### config.mk
export PLATFORM = sky130hd
export DESIGN_NAME = twi_irq_ctrl
export DESIGN_NICKNAME = d
export VERILOG_FILES = /design/src/rtl/twi_irq_pkg.sv /design/src/rtl/twi_irq_bit.sv /design/src/rtl/twi_irq_mask.sv /design/src/rtl/twi_irq_rdmux.sv /design/src/rtl/twi_irq_ctrl.sv
export SDC_FILE = /design/constraint.sdc
export NUM_CORES = 1
export LEC_CHECK = 0
export ABC_AREA = 1
export CAP_MARGIN = 15
export CORE_UTILIZATION = 30
export DETAILED_ROUTE_END_ITERATION = 10
export PLACE_DENSITY = 0.64
export SETUP_SLACK_MARGIN = 0.15
export SYNTH_ARGS = -nofsm -noshare
export SYNTH_HDL_FRONTEND = slang
export SYNTH_SLANG_ARGS = --single-unit
### constraint.sdc
create_clock -name clk -period 1.3 [get_ports clk]
set_clock_uncertainty 0.2 [all_clocks]
set_input_delay 0.195 -clock clk [delete_from_list [all_inputs] [get_ports clk]]
set_output_delay 0.195 -clock clk [all_outputs]
set_load 0.005 [all_outputs]
### src/rtl/twi_irq_pkg.sv
package twi_irq_pkg;
  localparam int SRC_N = 12;
  localparam int REG_W = 16;

  localparam int B_START     = 0;
  localparam int B_RSTART_WR = 1;
  localparam int B_RSTART_RD = 2;
  localparam int B_STOP      = 3;
  localparam int B_TIMEOUT   = 4;
  localparam int B_RX_BYTE   = 5;
  localparam int B_RX_CMD    = 6;
  localparam int B_RX_EMPTY  = 7;
  localparam int B_RX_FULL   = 8;
  localparam int B_TX_BYTE   = 9;
  localparam int B_TX_FULL   = 10;
  localparam int B_TX_EMPTY  = 11;

  localparam logic [SRC_N-1:0] LEVEL_SRC_DEF =
    SRC_N'((1 << B_RX_FULL) | (1 << B_TX_EMPTY));

  typedef enum logic {SEL_STAT = 1'b0, SEL_MASK = 1'b1} reg_sel_e;

  // next value of a sticky bit: a set outranks a clear
  function automatic logic sticky_next(input logic q, input logic set, input logic clr);
    return set | (q & ~clr);
  endfunction

  function automatic logic irq_any(input logic [SRC_N-1:0] stat, input logic [SRC_N-1:0] mask);
    return |(stat & mask);
  endfunction
endpackage

### src/rtl/twi_irq_bit.sv
module twi_irq_bit #(
  parameter bit IS_LEVEL = 1'b0
) (
  input  logic clk,
  input  logic rst_n,
  input  logic evt_i,
  input  logic clr_i,
  output logic q_o
);
  import twi_irq_pkg::*;

  logic q_d;
  assign q_d = IS_LEVEL ? evt_i : sticky_next(q_o, evt_i, clr_i);

  always_ff @(posedge clk or negedge rst_n) begin
    if (!rst_n) q_o <= 1'b0;
    else        q_o <= q_d;
  end

  generate
    if (IS_LEVEL) begin : g_lvl_chk
      p_level_follow_r6: assert property (@(posedge clk) disable iff (!rst_n)
        1'b1 |=> q_o == $past(evt_i));
      p_level_ignores_cpu_r11: assert property (@(posedge clk) disable iff (!rst_n)
        (clr_i && !evt_i) |=> !q_o);
    end else begin : g_edge_chk
      p_event_sets_r3: assert property (@(posedge clk) disable iff (!rst_n)
        evt_i |=> q_o);
      p_zero_clears_r4: assert property (@(posedge clk) disable iff (!rst_n)
        (clr_i && !evt_i) |=> !q_o);
      p_hold_r5: assert property (@(posedge clk) disable iff (!rst_n)
        (!clr_i && !evt_i) |=> q_o == $past(q_o));
      p_set_wins_r7: assert property (@(posedge clk) disable iff (!rst_n)
        (clr_i && evt_i) |=> q_o);
    end
  endgenerate
endmodule

### src/rtl/twi_irq_mask.sv
module twi_irq_mask #(
  parameter int SRC_N = 12
) (
  input  logic             clk,
  input  logic             rst_n,
  input  logic             wr_i,
  input  logic [SRC_N-1:0] wdata_i,
  output logic [SRC_N-1:0] mask_o
);
  always_ff @(posedge clk or negedge rst_n) begin
    if (!rst_n)    mask_o <= '0;
    else if (wr_i) mask_o <= wdata_i;
  end

  p_mask_load_r9: assert property (@(posedge clk) disable iff (!rst_n)
    wr_i |=> mask_o == $past(wdata_i));
  p_mask_keep_r9: assert property (@(posedge clk) disable iff (!rst_n)
    !wr_i |=> $stable(mask_o));
endmodule

### src/rtl/twi_irq_rdmux.sv
module twi_irq_rdmux #(
  parameter int SRC_N = 12,
  parameter int REG_W = 16
) (
  input  logic             sel_i,
  input  logic [SRC_N-1:0] stat_i,
  input  logic [SRC_N-1:0] mask_i,
  output logic [REG_W-1:0] rdata_o,
  output logic             irq_o
);
  import twi_irq_pkg::*;

  localparam int PAD_W = REG_W - SRC_N;

  always_comb begin
    rdata_o = '0;
    rdata_o[SRC_N-1:0] = (sel_i == SEL_MASK) ? mask_i : stat_i;
  end

  assign irq_o = irq_any(stat_i, mask_i);

  always_comb begin
    a_pad_zero_r10: assert (rdata_o[REG_W-1:REG_W-PAD_W] == '0);
  end
endmodule

### src/rtl/twi_irq_ctrl.sv
module twi_irq_ctrl #(
  parameter int                          SRC_N     = twi_irq_pkg::SRC_N,
  parameter int                          REG_W     = twi_irq_pkg::REG_W,
  parameter logic [twi_irq_pkg::SRC_N-1:0] LEVEL_SRC = twi_irq_pkg::LEVEL_SRC_DEF
) (
  input  logic             clk,
  input  logic             rst_n,
  input  logic [SRC_N-1:0] evt_i,
  input  logic             cpu_sel_i,
  input  logic             cpu_wr_i,
  input  logic [REG_W-1:0] cpu_wdata_i,
  output logic [REG_W-1:0] cpu_rdata_o,
  output logic             irq_o
);
  import twi_irq_pkg::*;

  // named internal events for the checks
  logic             wr_stat;
  logic             wr_mask;
  logic [SRC_N-1:0] clr_vec;
  logic [SRC_N-1:0] stat_q;
  logic [SRC_N-1:0] mask_q;
  logic             unused_wdata_hi;

  assign wr_stat = cpu_wr_i && (cpu_sel_i == SEL_STAT);
  assign wr_mask = cpu_wr_i && (cpu_sel_i == SEL_MASK);
  assign clr_vec = wr_stat ? ~cpu_wdata_i[SRC_N-1:0] : '0;
  assign unused_wdata_hi = ^cpu_wdata_i[REG_W-1:SRC_N];

  for (genvar i = 0; i < SRC_N; i++) begin : g_bit
    twi_irq_bit #(.IS_LEVEL(LEVEL_SRC[i])) u_bit (
      .clk   (clk),
      .rst_n (rst_n),
      .evt_i (evt_i[i]),
      .clr_i (clr_vec[i]),
      .q_o   (stat_q[i])
    );
  end

  twi_irq_mask #(.SRC_N(SRC_N)) u_mask (
    .clk     (clk),
    .rst_n   (rst_n),
    .wr_i    (wr_mask),
    .wdata_i (cpu_wdata_i[SRC_N-1:0]),
    .mask_o  (mask_q)
  );

  twi_irq_rdmux #(.SRC_N(SRC_N), .REG_W(REG_W)) u_rdmux (
    .sel_i   (cpu_sel_i),
    .stat_i  (stat_q),
    .mask_i  (mask_q),
    .rdata_o (cpu_rdata_o),
    .irq_o   (irq_o)
  );

  p_reset_clear_r1: assert property (@(posedge clk)
    !rst_n |=> (stat_q == '0 && mask_q == '0));
  p_irq_raise_r2: assert property (@(posedge clk) disable iff (!rst_n)
    ((stat_q & mask_q) != '0) |-> irq_o);
  p_irq_quiet_r2: assert property (@(posedge clk) disable iff (!rst_n)
    ((stat_q & mask_q) == '0) |-> !irq_o);
  p_read_no_effect_r8: assert property (@(posedge clk) disable iff (!rst_n)
    (!cpu_wr_i && ((evt_i & ~LEVEL_SRC) == '0) && ((stat_q & LEVEL_SRC) == (evt_i & LEVEL_SRC)))
    |=> ($stable(stat_q) && $stable(mask_q)));
endmodule

Word-level counts from Yosys, hierarchy flattened

Index checks and enable logic that the tools add are counted.

Bits in registers: 24
Latch bits: 0
Memory bits (writable): 0
Memory bits (read-only): 0
Input bits: 32
Output and inout port bits: 17
Memories: 0

Add/subtract/negate cells: 0
Multiply operators: 0
Divide/modulo/power cells: 0
Magnitude comparators: 0
Equality and inequality tests: 0
Shift-type cells: 0
Muxes and demuxes: 2
Bitwise logic cells: 33
Reduce and logical (&&, ||, !) cells: 3

Operators by type and width:

| kind                | count |
|---|---|
| bitwise AND 12 bit  | 1 |
| 2-to-1 mux 12 bit   | 1 |
| OR reduction 12 bit | 1 |
| 2-to-1 mux 11 bit   | 1 |
| NOT 1 bit           | 11 |
| NOT 11 bit          | 1 |
| bitwise AND 1 bit   | 10 |
| OR 1 bit            | 10 |
| logical AND 1 bit   | 2 |

Depth between registers and ports, before layout

Word-level depth: 6
Mapped depth: 5
Mapped depth without buffers: 4

Hierarchy

Synthesis repeated with hierarchy kept, for this count alone.

Cells, all modules: 160
Area, all modules: 1,313.8 um^2

By module, submodules not included:

| module                             | instances | cells each | area each (um^2) | seq. area each (um^2) |
|---|---|---|---|---|
| twi_irq_mask                       | 1         | 51         | 457.9            | 300.3 |
| twi_irq_bit at g_bit[0].u_bit ...  | 10        | 5          | 40.0             | 25.0 |
| twi_irq_rdmux                      | 1         | 40         | 301.5            | 0.0 |
| twi_irq_ctrl                       | 1         | 17         | 103.8            | 0.0 |
| twi_irq_bit at g_bit[11].u_bit ... | 2         | 1          | 25.0             | 25.0 |

Least setup slack after synthesis

No wires, ideal clock.

Path kind: flip-flop to output port
From: reg u_mask.mask_o[2]
To: out irq_o
Data arrival time: 0.646 ns
Data required time: 0.905 ns
Path slack: 0.259 ns
Cell stages (with the launch flop): 5
Path buffers: 0
Cell sequence: dfrtp_1 -> nand2_1 -> nand2_1 -> nor2_1 -> nand3_1

Longest elaborated chain between the ends: 2

RTL lines:

| element                | RTL line           | text |
|---|---|---|
| start, declared        | twi_irq_mask.sv:8  | `output logic [SRC_N-1:0] mask_o` |
| start signal, assigned | twi_irq_mask.sv:12 | `else if (wr_i) mask_o <= wdata_i;` |
| bitwise AND 12 bit     | twi_irq_pkg.sv:29  | `return \|(stat & mask);` |
| OR reduction 12 bit    | twi_irq_pkg.sv:29  |  |
| end, declared          | twi_irq_ctrl.sv:13 | `output logic irq_o` |

No other way between the ends.

Worst setup path in the final report

From: reg u_mask.mask_o[6]
To: out irq_o

Same word-level chain as after synthesis.

==> impl_metrics.ini <==
[run_status]
status = finished with violations
violations = negative setup slack

[power_and_ir_drop]
power_density_mw_per_mm2 = 968
p_total_w = 0.00193
power.leakage_nw = 1.04
peakVddDrop_v = 0.000540

[setup_path]
worstPathMaxFanout = 2
cpMaxStageDelayCell = dfrtp_1
cp.arrival_ns = 1.14
crit_type = reg2out
crit_chain = nand2_1, nand2_2, nor2_2, nand3_1, buf_2
cpPeakStageDelay_ns = 0.39
cp.required_ns = 0.90
end_kind = output port
start_kind = flip-flop
reg2reg_from = u_mask.mask_o[1]$_DFFE_PN0P_
cp-startpoint = u_mask.mask_o[6]$_DFFE_PN0P_

[global_routing]
grt_antenna_before_repair = 0
overflow = 0
grt_pass1_vias = 1182
track_usage_pct = 16.1
grt_max_degree = 25
grt_pass1_wl_mm = 5.27

[cells_and_area]
final_util_pct = 53.6
final_cell_area_mm2 = 0.00199
num_antenna_cells = 0
syn_to_final_growth_pct = 68.2
drive_above_1_share_pct = 33.1
fin_nets = 269

[floorplan]
rows = 22
fp.coreArea_mm2 = 0.00372
start_util_pct = 31.9
io_pins = 49
die_height_um = 64.8
die-area_mm2 = 0.00420
fp.dieW_um = 64.8

[place]
gp_congestion = 0.731
place_area_mm2 = 0.00181
dp_hpwl_mm = 2.23
portBuffers = 40

[cts]
clock-sinks = 24
cts.path.max_buffers = 2
clk_latency_ns = 0.26
path_clk_slew_ns = 0.08
htree_num_levels = 1
hold_buffers = 0
ctsRootBufferMaster = clkbuf_8
cts_tree = done
cts_made_buffers = 3

[sta]
setup_viol = 13
rsz0062_at_grt = true
final.min_clock_period_ns = 1.54
setup_ws_ns = -0.239
drv_slew = 0
max_freq_ghz = 0.650
period_share_pct = 118
finalHoldViolCount = 0

[drt]
drt-total-wl_mm = 3.22
dr.pass1.iters = 4
wl_per_cell_um = 11.3
dr.first_iter.drc_count = 38
route.antenna.remaining_nets = 0
vias = 1218
vias_per_cell = 4.29
drc = 0

[yosys]
synthCells = 162
netlist_area_mm2 = 0.00118
synth-seq-area-share_pct = 50.7
avgSynthCellArea_um2 = 7.31
ys_warn_count = 0
ys_types = 13
synth_top_area_cell = dfrtp_1
ys_ff_latch = 24
synth.top_cell.area_share_pct = 50.7
synth_area_leaders = dfrtp_1 51%, nand2_1 28%, nand3_1 5.5%

[run]
maxCapViolCount = 0

[worst_hold_path]
hold_path.class = in2async
-- cell families after synthesis --
| family | after synthesis | share of synthesized area (%) |
|---|---|---|
| buf+inv | 21 | 9.51 |
| other cells | 1 | 0.317 |
| compound gates | 10 | 4.23 |
| simple gates | 106 | 35.2 |
| flops | 24 | 50.7 |
-- critical path, delay by kind of cell (launching register included) --
kind | cells | cell delay, ns
DFF | 1 | 0.39
and+or+nand+nor | 4 | 0.35
buffers and inverters | 1 | 0.13
-- layout make-up --
cell class | instances | area [µm²]
clock buffer | 4 | 55.1
tap | 48 | 60.1
multi-input combinational | 120 | 539
sequential | 24 | 601
timing repair buffer | 77 | 694
inverter | 11 | 41.3
fill | 371 | 1730
-- metrics by stage --
step / cells / setup slack (ns) / hold slack, ns / TNS, ns
6_report: 284 / -0.239 / 0.0822 / -1.61
5_1_grt: 284 / -0.317 / 0.0787 / -2.28
4_1_cts: 279 / -0.229 / 0.0832 / -1.51
3_5_place_dp: 272 / -0.681 / 0.325 / -17.32
3_3_place_gp: 272 / -0.654 / 0.317 / -16.49
2_1_floorplan: 165 / 0.259 / -0.301 / 0
-- report_power, final --
| part | total (W) | internal, W | switching (W) |
|---|---|---|---|
| registers | 0.000855 | 0.000812 | 0.0000430 |
| clock network | 0.000498 | 0.000270 | 0.000228 |
| logic | 0.000575 | 0.000333 | 0.000243 |
| total | 0.00193 | 0.00141 | 0.000514 |
-- worst paths after layout --
check / endpoint / slack [ns] / cells past startpoint
max: irq_o / -0.24 / 5
min: g_bit[6].u_bit.q_o$_DFF_PN0_ / 0.08 / 2
min reg2reg: g_bit[0].u_bit.q_o$_DFF_PN0_ / 0.34 / 2
max in group asynchronous: u_mask.mask_o[9]$_DFFE_PN0P_ / 0.67 / 2
max reg2reg: u_mask.mask_o[1]$_DFFE_PN0P_ / 0.17 / 5
min in group clk: g_bit[8].u_bit.q_o$_DFF_PN0_ / 0.17 / 1
-- cells in the final DEF, fill, tap and decap left out, drive strengths merged --
master / n
buf: 51
clkbuf: 4
clkdlybuf4s50: 25
conb: 4
dfrtp: 24
dlygate4sd2: 1
inv: 11
nand2: 90
nand3: 13
nor2: 3
o21ai: 10
-- state kept, by name (all words and copies together), names as in the netlist --
signal           flops
g_bit.u_bit.q_o     12
u_mask.mask_o       12
-- synth_stat cells (all sizes together) --
cell type and count:
inv 11, dfrtp 24, buf 10, nand3 13, o21ai 10, nor2 3, conb 1, nand2 90
-- repair_timing --
action / in CTS / in global routing
pin swaps: 13 / 13
gates resized for setup: 73 / 27
endpoints found under the setup margin: 35 / 28
buffers inserted: 3 / 5
-- per-layer routing --
layer  GRT usage (%)  vias up  wire (µm)
met1            22.0      553       1480
met5               0        -          0
li1                -      636          -
met3            2.11        2        137
met4            5.28        0         22
met2            25.9       27       1570
(Power assumes the default switching activity.)
